==> config.mk <==
export PLATFORM = sky130hd
export DESIGN_NAME = chip_readout_serializer
export DESIGN_NICKNAME = d
export VERILOG_FILES = /design/src/rtl/ro_pkg.sv /design/src/rtl/ro_word_seq.sv /design/src/rtl/ro_shifter.sv /design/src/rtl/ro_ctrl.sv /design/src/rtl/chip_readout_serializer.sv
export SDC_FILE = /design/constraint.sdc
export NUM_CORES = 1
export LEC_CHECK = 0
export BUFFER_PORTS_ARGS = -buffer_cell sky130_fd_sc_hd__buf_2
export CORE_MARGIN = 10
export CORE_UTILIZATION = 51
export DETAILED_ROUTE_END_ITERATION = 7
export GPL_ROUTABILITY_DRIVEN = 0
export PLACE_DENSITY_LB_ADDON = 0.05
export SYNTH_ARGS = -nofsm -noshare
export SYNTH_HDL_FRONTEND = slang
export SYNTH_SLANG_ARGS = --single-unit
==> constraint.sdc <==
create_clock -name clk -period 2 [get_ports clk]
set_clock_uncertainty 0.05 [all_clocks]
set_input_delay 0.1 -clock clk [delete_from_list [all_inputs] [get_ports clk]]
set_output_delay 0.1 -clock clk [all_outputs]
set_load 0.02 [all_outputs]
==> src/rtl/ro_pkg.sv <==
// Package: shared types and helpers for the serial readout block.
// Assumes nothing beyond IEEE 1800-2017 constant functions.
package ro_pkg;

    typedef enum logic {
        RO_IDLE = 1'b0,
        RO_SEND = 1'b1
    } ro_state_e;

    // Largest of three widths, used to size the shift register.
    function automatic int ro_max3(input int a, input int b, input int c);
        int m;
        m = (a > b) ? a : b;
        return (m > c) ? m : c;
    endfunction

endpackage

==> src/rtl/ro_word_seq.sv <==
// Module: ro_word_seq
// Generates the RAM read sequence for one frame: one fetch at frame start,
// then one fetch for every word consumed while more words remain.
// Tracks whether the fetched word is a column stamp (first word of a column).
// Assumes a RAM with one cycle of read latency whose output holds between reads.
module ro_word_seq #(
    parameter int N_COL = 16,
    parameter int WPC   = 73,
    parameter int CNT_W = 5,
    parameter int AW    = 11
) (
    input  logic             clk,
    input  logic             rst_n,
    input  logic             go,
    input  logic             adv,
    input  logic [CNT_W-1:0] fill_count,
    output logic             rd_en,
    output logic [AW-1:0]    addr,
    output logic             have_word,
    output logic             word_is_stamp
);
    localparam int WL_W  = $clog2(N_COL * WPC + 1);
    localparam int POS_W = (WPC > 1) ? $clog2(WPC) : 1;
    localparam logic [CNT_W-1:0] COL_MAX  = CNT_W'(N_COL);
    localparam logic [POS_W-1:0] POS_LAST = POS_W'(WPC - 1);

    logic [CNT_W-1:0] cols;
    logic [WL_W-1:0]  total;
    logic [WL_W-1:0]  words_left;
    logic [POS_W-1:0] pos;

    // Clamp the requested column count and derive the frame's word total.
    always_comb begin
        cols  = (fill_count > COL_MAX) ? COL_MAX : fill_count;
        total = WL_W'(cols) * WL_W'(WPC);
    end

    // Issue fetches and track the remaining words and the position within a column.
    always_ff @(posedge clk) begin
        if (!rst_n) begin
            words_left    <= '0;
            addr          <= '0;
            rd_en         <= 1'b0;
            pos           <= '0;
            word_is_stamp <= 1'b0;
        end else begin
            rd_en <= 1'b0;
            if (go) begin
                words_left    <= total;
                addr          <= '0;
                pos           <= '0;
                word_is_stamp <= 1'b1;
                rd_en         <= (total != '0);
            end else if (adv && (words_left != '0)) begin
                words_left <= words_left - 1'b1;
                if (words_left > WL_W'(1)) begin
                    rd_en <= 1'b1;
                    addr  <= addr + 1'b1;
                    if (pos == POS_LAST) begin
                        pos           <= '0;
                        word_is_stamp <= 1'b1;
                    end else begin
                        pos           <= pos + 1'b1;
                        word_is_stamp <= 1'b0;
                    end
                end
            end
        end
    end

    assign have_word = (words_left != '0);

endmodule

==> src/rtl/ro_shifter.sv <==
// Module: ro_shifter
// Left-aligned shift register with a remaining-bit counter. It loads the chip ID,
// a column stamp or a full channel word, and shifts one bit per enabled cycle.
// Assumes ID_W, STAMP_W and WORD_W are each no larger than SH_W.
module ro_shifter #(
    parameter int ID_W    = 8,
    parameter int STAMP_W = 8,
    parameter int WORD_W  = 13,
    parameter int SH_W    = 13,
    parameter int BC_W    = 4
) (
    input  logic              clk,
    input  logic              rst_n,
    input  logic              load_id,
    input  logic              load_word,
    input  logic              word_is_stamp,
    input  logic [ID_W-1:0]   chip_id,
    input  logic [WORD_W-1:0] word,
    input  logic              shift,
    output logic              msb,
    output logic              last
);
    logic [SH_W-1:0] shreg;
    logic [BC_W-1:0] bcnt;

    // Load a new field left-aligned, or advance the current field by one bit.
    always_ff @(posedge clk) begin
        if (!rst_n) begin
            shreg <= '0;
            bcnt  <= '0;
        end else if (load_id) begin
            shreg <= SH_W'(chip_id) << (SH_W - ID_W);
            bcnt  <= BC_W'(ID_W);
        end else if (load_word) begin
            if (word_is_stamp) begin
                shreg <= SH_W'(word[STAMP_W-1:0]) << (SH_W - STAMP_W);
                bcnt  <= BC_W'(STAMP_W);
            end else begin
                shreg <= SH_W'(word) << (SH_W - WORD_W);
                bcnt  <= BC_W'(WORD_W);
            end
        end else if (shift) begin
            shreg <= shreg << 1;
            bcnt  <= bcnt - 1'b1;
        end
    end

    assign msb  = shreg[SH_W-1];
    assign last = (bcnt == BC_W'(1));

endmodule

==> src/rtl/ro_ctrl.sv <==
// Module: ro_ctrl
// Two-state frame controller. It accepts a start request only when idle, then
// per bit decides whether to shift, load the next word or close the frame.
// Assumes the shifter's last flag marks the final bit of the current field.
module ro_ctrl
    import ro_pkg::*;
(
    input  logic clk,
    input  logic rst_n,
    input  logic start_rd,
    input  logic last,
    input  logic have_word,
    output logic go,
    output logic load_word,
    output logic shift,
    output logic tx_on,
    output logic end_rd
);
    ro_state_e st;
    logic      finish;

    // Per-cycle decisions derived from the state and the bit position.
    always_comb begin
        go        = (st == RO_IDLE) && start_rd;
        load_word = (st == RO_SEND) && last && have_word;
        finish    = (st == RO_SEND) && last && !have_word;
        shift     = (st == RO_SEND) && !last;
    end

    // State register and one-cycle end pulse.
    always_ff @(posedge clk) begin
        if (!rst_n) begin
            st     <= RO_IDLE;
            end_rd <= 1'b0;
        end else begin
            end_rd <= finish;
            if (go) begin
                st <= RO_SEND;
            end else if (finish) begin
                st <= RO_IDLE;
            end
        end
    end

    assign tx_on = (st == RO_SEND);

endmodule

==> src/rtl/chip_readout_serializer.sv <==
// Module: chip_readout_serializer
// Top level of the serial readout block. It sends the chip ID, then for each filled
// column a stamp and per-channel time and charge words with gain flags, MSB first,
// one bit per clock, and ends with a one-cycle end pulse.
// Assumes a synchronous RAM with one cycle of read latency, laid out as WPC words per column.
module chip_readout_serializer
    import ro_pkg::*;
#(
    parameter int ID_W    = 8,
    parameter int STAMP_W = 8,
    parameter int SAMP_W  = 12,
    parameter int N_CH    = 36,
    parameter int N_COL   = 16,
    localparam int WORD_W = SAMP_W + 1,
    localparam int WPC    = 1 + 2 * N_CH,
    localparam int DEPTH  = N_COL * WPC,
    localparam int AW     = $clog2(DEPTH),
    localparam int CNT_W  = $clog2(N_COL + 1)
) (
    input  logic              clk,
    input  logic              rst_n,
    input  logic              start_rd,
    input  logic [ID_W-1:0]   chip_id,
    input  logic [CNT_W-1:0]  fill_count,
    output logic              ram_rd_en,
    output logic [AW-1:0]     ram_addr,
    input  logic [WORD_W-1:0] ram_rdata,
    output logic              sdata,
    output logic              tx_on,
    output logic              end_rd
);
    localparam int SH_W = ro_max3(ID_W, STAMP_W, WORD_W);
    localparam int BC_W = $clog2(SH_W + 1);

    logic go, load_word, shift, last, have_word, word_is_stamp, msb;

    ro_ctrl u_ctrl (
        .clk       (clk),
        .rst_n     (rst_n),
        .start_rd  (start_rd),
        .last      (last),
        .have_word (have_word),
        .go        (go),
        .load_word (load_word),
        .shift     (shift),
        .tx_on     (tx_on),
        .end_rd    (end_rd)
    );

    ro_word_seq #(
        .N_COL (N_COL),
        .WPC   (WPC),
        .CNT_W (CNT_W),
        .AW    (AW)
    ) u_seq (
        .clk           (clk),
        .rst_n         (rst_n),
        .go            (go),
        .adv           (load_word),
        .fill_count    (fill_count),
        .rd_en         (ram_rd_en),
        .addr          (ram_addr),
        .have_word     (have_word),
        .word_is_stamp (word_is_stamp)
    );

    ro_shifter #(
        .ID_W    (ID_W),
        .STAMP_W (STAMP_W),
        .WORD_W  (WORD_W),
        .SH_W    (SH_W),
        .BC_W    (BC_W)
    ) u_shift (
        .clk           (clk),
        .rst_n         (rst_n),
        .load_id       (go),
        .load_word     (load_word),
        .word_is_stamp (word_is_stamp),
        .chip_id       (chip_id),
        .word          (ram_rdata),
        .shift         (shift),
        .msb           (msb),
        .last          (last)
    );

    // The line carries data only during a frame.
    assign sdata = tx_on & msb;

endmodule

=== Yosys cells after proc, flatten, opt, wreduce, memory -nomap -nowiden ===
Cells that the tools add are included.

* Reduce and logical (&&, ||, !) cells: 18
* $lt $le $gt $ge: 2
* Add/subtract/negate cells: 4
* Multipliers: 1
* Bitwise operators: 3
* Multiplexer cells: 21
* Equal/unequal tests: 2

{| class="wikitable"
|+ Operators with widths
! kind !! number
|-
| $mux 13 || 4
|-
| $mux 11 || 2
|-
| $reduce_bool 11->1 || 2
|-
| $mux 4 || 3
|-
| $add 11x1->11 const B || 1
|-
| $gt 11x1->1 const B || 1
|-
| $mul 5x7->11 const B || 1
|-
| $sub 11x1->11 const B || 1
|-
| $mux 1 || 9
|-
| $reduce_bool 2->1 || 4
|-
| $add 7x1->7 const B || 1
|-
| $eq 7x7->1 const B || 1
|-
| $mux 7 || 1
|-
| $logic_and 1x1->1 || 6
|-
| $gt 5x5->1 const B || 1
|-
| $mux 5 || 1
|-
| $eq 4x1->1 const B || 1
|-
| $reduce_and 2->1 || 2
|-
| $sub 4x1->4 const B || 1
|-
| $mux 3 || 1
|-
| $reduce_bool 3->1 || 1
|-
| $logic_not 1->1 || 2
|-
| $not 1->1 || 2
|-
| $reduce_or 2->1 || 1
|-
| $and 1x1->1 || 1
|}

* Word-level logic and storage cells: 62
* Output and inout bits: 15
* Input port bits: 29
* Register bits after elaboration: 50

=== Depth between registers and ports, before layout ===
Gate-level depths: netlist (run 1).

* Depth after elaboration: 6
* Depth in mapped cells: 9
* Gate-level depth less buffers: 9

=== Cells and area by module ===
From an unflattened synthesis (run 1), not the netlist that was laid out.

* Cell total of the unflattened synthesis: 357
* Area total of the unflattened synthesis: 3093.0 um^2

{| class="wikitable"
|+ Modules (own cells, without submodules)
! module !! cells an instance !! area each (um^2) !! instances !! seq. area each (um^2)
|-
| ro_word_seq || 246 || 2016.9 || 1 || 620.6
|-
| ro_shifter || 102 || 987.2 || 1 || 340.3
|-
| ro_ctrl || 8 || 82.6 || 1 || 40.0
|-
| chip_readout_serializer || 1 || 6.3 || 1 || 0.0
|}

=== Least setup slack after synthesis (run 1) ===
Ideal clock, no wire load.

* Kind: register -> register
* Start: register u_seq.words_left[0]
* End: register u_seq.pos[2]
* Data required time: 1880 ps
* Period minus slack after synthesis: 2119 ps
* Path slack: -119 ps
* Cell stages (with the launch flop): 8
* Path buffers: 0
* Library setup time: 70 ps
* Arrival time: 1999 ps
* Path through: dfxtp_1 inv_1 ha_1 or2_0 o2111a_1 or3_1 or3b_1 a21oi_1

* Cells in the longest elaborated chain, start to end: 4
* Elaborated cells between the ends (all ways): 5
* Classes of those cells: order compare (1); reduce/logical (4)

{| class="wikitable"
|+ Ends and longest elaborated chain
! element !! RTL line !! RTL
|-
| from (decl) || ro_word_seq.sv:29 || <nowiki>logic [WL_W-1:0] words_left;</nowiki>
|-
| from (signal assigned) || ro_word_seq.sv:49 || <nowiki>words_left <= total;</nowiki>
|-
| from (signal assigned) || ro_word_seq.sv:55 || <nowiki>words_left <= words_left - 1'b1;</nowiki>
|-
| branches (longest 3 deep; another with $gt 11x1->1) || - ||
|-
| $reduce_and 2->1 (no source line) * || - ||
|-
| to (signal assigned) || ro_word_seq.sv:63 || <nowiki>pos <= pos + 1'b1;</nowiki>
|-
| to (decl) || ro_word_seq.sv:30 || <nowiki>logic [POS_W-1:0] pos;</nowiki>
|}

Mark *: on every way between the ends.
A chain may end at the register's enable or synchronous reset.

=== Final worst setup path (run 1) ===
Ends and elaborated chain as after synthesis.

==> impl_metrics.ini, run 1 <==
[clock_tree]
h-tree-depth = 2
clock_latency_ns = 0.31
clk_pin_slew_ns = 0.10
cts_tree = yes
cts.sinks = 50
cts.path.max_buffers = 2
root_buffer = clkbuf_8
cts_buffers = 5
holdBufCountCts = 0

[detailed_routing]
drc = 0
via_per_inst = 5.73
ant_nets = 0
drtIter0Drc = 146
wl_per_cell_um = 16.1
firstDrtPassIters = 4
via_count = 2790
wl_um = 7850

[cells_and_area]
drive_gt1_share_pct = 28.4
diodes = 0
stdcell_count = 487
seq_area_um2 = 1010
layout.nets = 455
syn2layout_area_growth_pct = 26.3
layout.cell_area.non_filler_um2 = 3650
multiInputGateArea_um2 = 1890
nFillCells = 452

[timing]
relSlewSlack_pct = 65.1
finalSetupViolCount = 1
worst_slew_pin_slew_ns = 0.523
hold_slack_ns = 0.0166
slew_violations = 0
min_period_over_period_pct = 100
hold_viol = 0
max_freq_mhz = 498
post-route-min-period_ns = 2.01
rsz0062_at_grt = true
timing.final.ws_setup_ns = -0.00980

[logic_synthesis]
yosysMostFrequentCell = dfxtp_1
netlist_instances = 340
syn-cell-area_um2 = 2890
ys_top_cells_by_area = dfxtp_1 (35%), nor2_1 (5.5%), ha_1 (5.2%), xnor2_1 (4.5%), a21oi_1 (3.1%)
synthFlopType = dfxtp_1
synth_edf_count = 0
syn_area_per_cell_um2 = 8.50
yosys.cell_types.count = 66
seq_area_frac_synth_pct = 34.6
ys_warn_count = 0
async_reset_ff_share_pct = 0
yosys-top-cells-count = dfxtp_1 (50), nor2_1 (42), nand2_1 (22)
synth_top_area_share_pct = 34.6
synth_fp_nets = 381
ys_seq_elements = 50
synth_area_leader_cell = dfxtp_1

[grt]
grt_max_degree = 21
grt-ovfl-total = 0
grt_antenna_before_repair = 0
grt_pass1_wl_um = 13000
grt_usage_pct = 17.4
grt_pass1_vias = 2744

[critical_path]
crit_path_start_kind = register
path_cells = inv_4 > ha_4 > or2_0 > o2111a_1 > or3_4 > or3b_1 > a21oi_1
r2r-start = u_seq.words_left[0]
path_class = register to register
critical_path.max_fanout = 3
rr_endpoint = u_seq.pos[2]
cp-end-kind = register
r2r_cells = 7
crit_slowest_cell = dfxtp_4
cp.required_ns = 2.19
arrival_ns = 2.20
cpPeakStageDelay_ns = 0.39
reg2reg_slack_ns = -0.01

[worst_hold_path]
hold_class = input port to register
holdPathEnd = u_shift.shreg[1]
min_path_cells = 3
min_from = ram_rdata[1]

[floorplanning]
die_y_um = 95.3
core-area_um2 = 5510
die_w_um = 95.3
rows = 27
die_area_um2 = 9080
initial_utilization_pct = 52.5
io_pins = 44

[pwr]
peakVddDrop_mv = 0.330
power_leakage_nw = 1.40
power_density_nw_per_um2 = 632

[run_status]
violations = setup timing
outcome = complete, but fails checks

[placed_design]
dp_hpwl_um = 5770
dp.cells = 475
portBuffers = 43
placed_cell_area_um2 = 3400

[run]
maxCapViolCount = 0
## flip-flops by register name (all words and copies together) (netlist names)
name,cells
u_seq.word_is_stamp,1
u_seq.pos,7
u_seq.rd_en,1
u_shift.shreg,13
u_shift.bcnt,4
u_ctrl.tx_on,1
u_ctrl.end_rd,1
u_seq.words_left,11
u_seq.addr,11
## how the worst max path moves through the flow
stage / startpoint / endpoint / slack [ns] / depth (start not counted)
after floorplan: u_seq.words_left[1] / u_seq.pos[2] / 0.02 / 7
after global placement: fill_count[4] / u_seq.words_left[9] / 0.03 / 8
after detailed placement: fill_count[4] / u_seq.words_left[9] / -0.07 / 8
after CTS: u_seq.words_left[0] / u_seq.pos[2] / -0.02 / 7
after global routing: u_shift.bcnt[1] / u_shift.shreg[10] / -0.07 / 7
final: u_seq.words_left[0] / u_seq.pos[2] / -0.01 / 7
## placed cells by master, fill, tap and decap left out, types with 3 or more instances in the layout
cell type  netlist  routed
a211oi_1         4       4
a21oi_1         18      17
a221o_1          6       6
a221oi_1         4       4
a32o_1           4       4
buf_2            3      43
buf_4            1      35
clkbuf_8         0       6
dfxtp_1         50      48
ha_1            12      10
inv_1           16      14
mux2i_1          7       7
nand2_1         22      22
nand2b_1         4       3
nand3_1         12      12
nand4_1          3       3
nand4b_1         3       3
nor2_1          42      41
nor2b_1          4       4
nor3_1          11      11
nor4_1           9       5
nor4_2           0       4
o21ai_0         16      15
o2bb2ai_1        7       7
o31a_1           3       4
or3_1            7       6
xnor2_1         15      15
## critical path, delay by kind of cell (launching register included)
family                   cells  cell delay, ns
flip-flops                   1            0.39
AND/OR/NAND/NOR              3            0.93
buffers and inverters        1            0.04
AO/OA/AOI/OAI                2            0.39
adder cells (fa/ha/maj)      1            0.15
## through the flow
step | utilization (%) | total power, mW | setup WS [ns] | TNS (ns)
final | 66.3 | 2.31 | -0.00980 | -0.00980
after global routing | 66.3 | 2.42 | -0.0719 | -0.130
after CTS | 63.7 | 2.27 | -0.0196 | -0.0460
after detailed placement | 61.7 | 1.63 | -0.0735 | -0.173
after global placement | 61.7 | 1.62 | 0.0282 | 0
after floorplan | - | 1.44 | 0.0153 | 0
## layer usage
layer	part of all wire [%]	up-vias	track usage (%)
met4	0.56	0	4.11
met3	6.0	4	4.40
met5	0	-	0
li1	-	1403	-
met1	47	1303	22.6
met2	47	80	28.2
## area by class of cell
type	count	share of cell area, %
flip-flops and latches	50	27.6
repair buffers	80	13.7
clock inverters	2	0.480
well taps	72	2.47
multi-input cells	261	51.8
clock buffers	6	2.26
inverters	16	1.71
## cells by family after synthesis
kind of cell,synth area share (%)
simple gates,25.9
compound gates,21.7
flops,34.6
buf+inv,4.42
xor+xnor,4.85
fa+ha+maj,5.20
mux,3.20
other cells,0.130
## timing repair
item | 4_1_cts | 5_1_grt
cloned | 0 | 1
setup buffers | 1 | 3
pin swaps | 5 | 6
setup endpoints to repair | 2 | 22
resized for setup | 3 | 23
## power by group
group	total (mW)	leakage, nW	internal, mW	switching (mW)
logic	0.567	0.942	0.255	0.313
clock network	0.648	0.0514	0.286	0.362
registers	1.09	0.410	1.05	0.0434
Note: power is estimated with default switching activity, not from simulation.
==> inputs of run 2 (changes only) <==
Settings changed: CORE_MARGIN 10 to 1, CORE_UTILIZATION 51 to 40, PLACE_DENSITY set to 0.59, PLACE_DENSITY_LB_ADDON 0.05 to unset.
==> run 2 against run 1 <==
Final area up 0.55%; global-route usage up 3.2 points; cell count up 5.5%; via count up 1.0%; setup slack worse by 0.041 ns; wire length down 3.8%; non-clock buffer count up 3; fmax down 2.0%; the run still ends with setup timing left.
==> impl_metrics.ini, run 2 (synthesized netlist as in run 1, its figures left out) <==
[run_status]
outcome = complete, but fails checks
violations = setup timing

[clock_tree]
cts.path.max_buffers = 2
cts.sinks = 50
clock_latency_ns = 0.31
root_buffer = clkbuf_8
h-tree-depth = 2
cts_buffers = 5
cts_tree = yes
clk_pin_slew_ns = 0.10

[cells_and_area]
diodes = 0
multiInputGateArea_um2 = 1870
largest_reg_flops = 13
syn2layout_area_growth_pct = 27.0
final_common_cell = dfxtp_1
final_cell_mix = dfxtp_1 (47), buf_2 (43), nor2_1 (40)
stdcell_count = 514
layout.nets = 458
top_register = u_shift.shreg
reg.largest.list = u_shift.shreg: 13 flops, u_seq.addr: 11 flops, u_seq.words_left: 11 flops
drive_gt1_share_pct = 29.7
seq_area_um2 = 1000
nFillCells = 671

[critical_path]
r2r-start = u_seq.words_left[0]
reg2reg_slack_ns = -0.05
critical_path.max_fanout = 4
r2r_cells = 7
crit_path_start_kind = register
cp-end-kind = register
startpoint = u_seq.words_left[0]
rr_endpoint = u_seq.pos[2]
cp.required_ns = 2.21
path_class = register to register
arrival_ns = 2.26

[timing]
finalSetupViolCount = 1
rsz0062_at_grt = true
max_freq_mhz = 488
hold_slack_ns = 0.0273
worst_slew_pin_slew_ns = 0.588
slew_violations = 0
timing.final.ws_setup_ns = -0.0510
min_period_over_period_pct = 103
post-route-min-period_ns = 2.05
hold_viol = 0
relSlewSlack_pct = 60.7

[pwr]
p_total_mw = 2.29
power_density_nw_per_um2 = 623
power_leakage_nw = 1.40
peakVddDrop_mv = 0.294

[detailed_routing]
via_count = 2818
drc = 0
wl_per_cell_um = 14.7
firstDrtPassIters = 4
drtIter0Drc = 133
ant_nets = 0
via_per_inst = 5.48
wl_um = 7550

[grt]
grt_usage_pct = 20.6
grt_max_degree = 21
grt-ovfl-total = 0
grt_antenna_before_repair = 0
grt_pass1_wl_um = 12200
grt_pass1_vias = 2608

[placed_design]
portBuffers = 43
dp.cells = 501
post-place-ws_ns = -0.0773
dp_hpwl_um = 5460

[worst_hold_path]
min_from = ram_rdata[3]
hold_class = input port to register
holdPathEnd = u_shift.shreg[3]
min_path_cells = 3

[floorplanning]
die_y_um = 87.0
initial_utilization_pct = 42.1
io_pins = 44
die_w_um = 87.0
die_area_um2 = 7570
rows = 30
core-area_um2 = 6870

[run]
maxCapViolCount = 0
-- run 2: cell count changes in the layout (fill, tap and decap cells not counted), moves of 2 or more --
cell	previous run	this run
nor2_2	0	2
dfxtp_2	1	3
buf_6	2	0
buf_4	35	39
inv_2	1	3
-- run 2: timing repair --
action,CTS,global route
hold endpoints to repair,1,0
pin swaps,4,5
setup endpoints to repair,3,19
gates resized for setup,5,18
hold buffers,1,0
gates cloned,0,1
setup buffers,0,3
-- run 2: area by class of cell --
| type | count | area share [%] |
|---|---|---|
| multi-input combinational | 261 | 50.9 |
| sequential | 50 | 27.4 |
| tap | 96 | 3.27 |
| timing repair buffer | 83 | 14.1 |
| inverter | 16 | 1.64 |
| clock inverter | 3 | 0.784 |
| clock buffer | 5 | 1.88 |
-- run 2: where the power goes --
part	total (mW)	internal [mW]	switching (mW)
combinational	0.544	0.250	0.294
clock	0.641	0.260	0.381
sequential	1.10	1.05	0.0520
-- run 2: worst max path at each step --
stage | endpoint | cells after the start
6_report | u_seq.pos[2] | 7
4_1_cts | u_seq.pos[2] | 7
3_5_place_dp | u_seq.pos[2] | 7
2_1_floorplan | u_seq.pos[2] | 7
3_3_place_gp | u_seq.pos[2] | 7
5_1_grt | u_seq.pos[2] | 7
-- run 2: layer usage --
layer / global-route usage (%) / vias up / wire length, µm / part of all wire (%)
li1: - / 1417 / - / -
met1: 27.3 / 1332 / 3580 / 47
met2: 35.0 / 64 / 3610 / 48
met3: 3.22 / 5 / 289 / 3.8
met4: 4.85 / 0 / 71 / 0.94
met5: 0 / - / 0 / 0
-- run 2: worst max-delay path, cell delays in order, from the launching register on --
cell,delay (ns)
dfxtp_2,0.36
inv_2,0.06
ha_4,0.15
or2_1,0.22
o2111a_2,0.28
or3_4,0.39
or3b_1,0.37
a21oi_2,0.11
-- run 2: per-stage QoR --
step | utilization (%) | area [µm²] | TNS, ns
3_3_place_gp | 50.1 | 3440 | -0.0199
3_5_place_dp | 50.1 | 3440 | -0.155
4_1_cts | 51.8 | 3560 | -0.0314
5_1_grt | 53.4 | 3670 | -0.205
6_report | 53.4 | 3670 | -0.0510
2_1_floorplan | - | 2900 | 0
==> inputs of run 3 (changes only) <==
Settings changed: CORE_MARGIN 1 to 2, TNS_END_PERCENT set to 50.
==> run 3 against run 2 <==
The run still ends with setup timing left; hold slack lost 0.027 ns; utilization fell by 0.63 points; global-route usage shrank 0.79 points; sequential power barely moved; cell count is 0.58% lower; first-iteration DRC count fell by 12%; clock power is 19% higher; non-clock buffer count fell by 2.
==> impl_metrics.ini, run 3 (synthesized netlist as in run 1, its figures left out) <==
[run_status]
outcome = complete, but fails checks
violations = setup timing

[critical_path]
path_class = register to register
arrival_ns = 2.20
critical_path.max_fanout = 4
cp-end-kind = register
path_buf_inv = 1
cpPeakStageDelay_ns = 0.37
crit_path_start_kind = register
crit_slowest_cell = or3b_1
cp.required_ns = 2.19
cp_top_family = simple AND/OR/NAND/NOR gates
path_cells = inv_2 > ha_4 > or2_0 > o2111a_2 > or3_1 > or3b_1 > a21oi_1

[timing]
relSlewSlack_pct = 51.8
post-route-min-period_ns = 2.00
rsz0062_at_grt = true
finalSetupViolCount = 1
min_period_over_period_pct = 100
slew_violations = 0
hold_viol = 0
worst_slew_pin_slew_ns = 0.718
max_freq_mhz = 499
timing.final.ws_setup_ns = -0.00483

[clock_tree]
cts.path.max_buffers = 2
clock_latency_ns = 0.32
cts.sinks = 50
cts_setup_buffers = 0
cts_tree = yes
root_buffer = clkbuf_8
cts_buffers = 5
h-tree-depth = 2
clk_pin_slew_ns = 0.11

[cells_and_area]
reg.largest.list = u_shift.shreg: 13 flops, u_seq.addr: 11 flops, u_seq.words_left: 11 flops
top_register = u_shift.shreg
diodes = 0
final_common_cell = dfxtp_1
drive_gt1_share_pct = 27.2
syn2layout_area_growth_pct = 26.2
layout.cell_area.non_filler_um2 = 3650
layout.nets = 455
final_cell_mix = dfxtp_1 (48), buf_2 (43), nor2_1 (41)
largest_reg_flops = 13

[worst_hold_path]
hold_class = input port to register

[placed_design]
placed_cell_area_um2 = 3450
dp_hpwl_um = 5660
post-place-ws_ns = -0.0313
portBuffers = 43

[detailed_routing]
firstDrtPassIters = 4
via_per_inst = 5.46
ant_nets = 0
wl_um = 7440
drtIter0Drc = 117
wl_per_cell_um = 14.5
drc = 0
via_count = 2791

[grt]
grt_pass1_vias = 2687
grt-ovfl-total = 0
grt_pass1_wl_um = 12400
grt_antenna_before_repair = 0
grt_usage_pct = 19.8
grt_max_degree = 18

[pwr]
power_density_nw_per_um2 = 658
p_total_mw = 2.40
power_leakage_nw = 1.41
peakVddDrop_mv = 0.340

[floorplanning]
die_y_um = 89.0
die_area_um2 = 7920
die_w_um = 89.0
core-area_um2 = 6910
initial_utilization_pct = 41.8
rows = 30
io_pins = 44

[run]
maxCapViolCount = 0
run 3: cell types whose count changed in the layout (fill, tap and decap cells not counted), moves of 2 or more:
cell / delta
buf_4: -2
clkinv_4: -2
inv_6: +2
or3_1: +2
inv_2: -2
or3_4: -2
run 3: routing by layer:
metal	vias up	GRT usage [%]	part of all wire (%)
li1	1403	-	-
met1	1323	26.9	50
met2	59	32.8	45
met3	6	3.23	4.4
met4	0	5.16	0.97
met5	-	0	0
run 3: layout make-up:
| type | instances | area (µm²) |
|---|---|---|
| Clock inverter | 3 | 47.5 |
| Timing Repair Buffer | 81 | 503 |
| Multi-Input combinational cell | 260 | 1840 |
| Clock buffer | 5 | 68.8 |
| Sequential cell | 50 | 1000 |
| Inverter | 16 | 62.6 |
| Fill cell | 690 | 3260 |
| Tap cell | 96 | 120 |
run 3: path summary, 6_finish.rpt:
check | slack, ns | cells after the start | endpoint | from
worst max register to register | -0.005 | 7 | u_seq.pos[2] | u_seq.words_left[0]
worst min-delay path | 0.0007 | 3 | u_shift.shreg[3] | ram_rdata[3]
worst min register to register | 0.41 | 1 | u_shift.shreg[12] | u_shift.shreg[12]
worst max-delay path | -0.005 | 7 | u_seq.pos[2] | u_seq.words_left[0]
run 3: tightest hold or removal path, stage by stage:
cell      delay [ns]
buf_2           0.09
a221oi_1        0.07
nor2_1          0.08
run 3: power by group:
| group | leakage (nW) | switching (mW) | total [mW] | internal (mW) |
|---|---|---|---|---|
| combinational | 0.938 | 0.288 | 0.537 | 0.249 |
| sequential | 0.409 | 0.0518 | 1.10 | 1.05 |
| clock | 0.0591 | 0.379 | 0.761 | 0.382 |
| total | 1.41 | 0.719 | 2.40 | 1.68 |
run 3: what timing repair did:
item                                   4_1_cts  5_1_grt
hold buffers                                 1        0
endpoints found under the hold margin        1        0
resized for setup                            2       14
setup endpoints to repair                    3       22
pin swaps                                    2        1
run 3: per-stage QoR:
stage / util (%) / instances / setup TNS (ns) / hold WS (ns)
finish: 52.8 / 511 / -0.00483 / 0.000741
global route: 52.8 / 511 / -0.949 / 0.0300
CTS: 51.8 / 511 / 0 / 0.000994
detailed placement: 49.9 / 502 / -0.0851 / 0.332
global placement: 49.9 / 502 / -0.0183 / 0.323
floorplan: - / 340 / 0 / 0.198
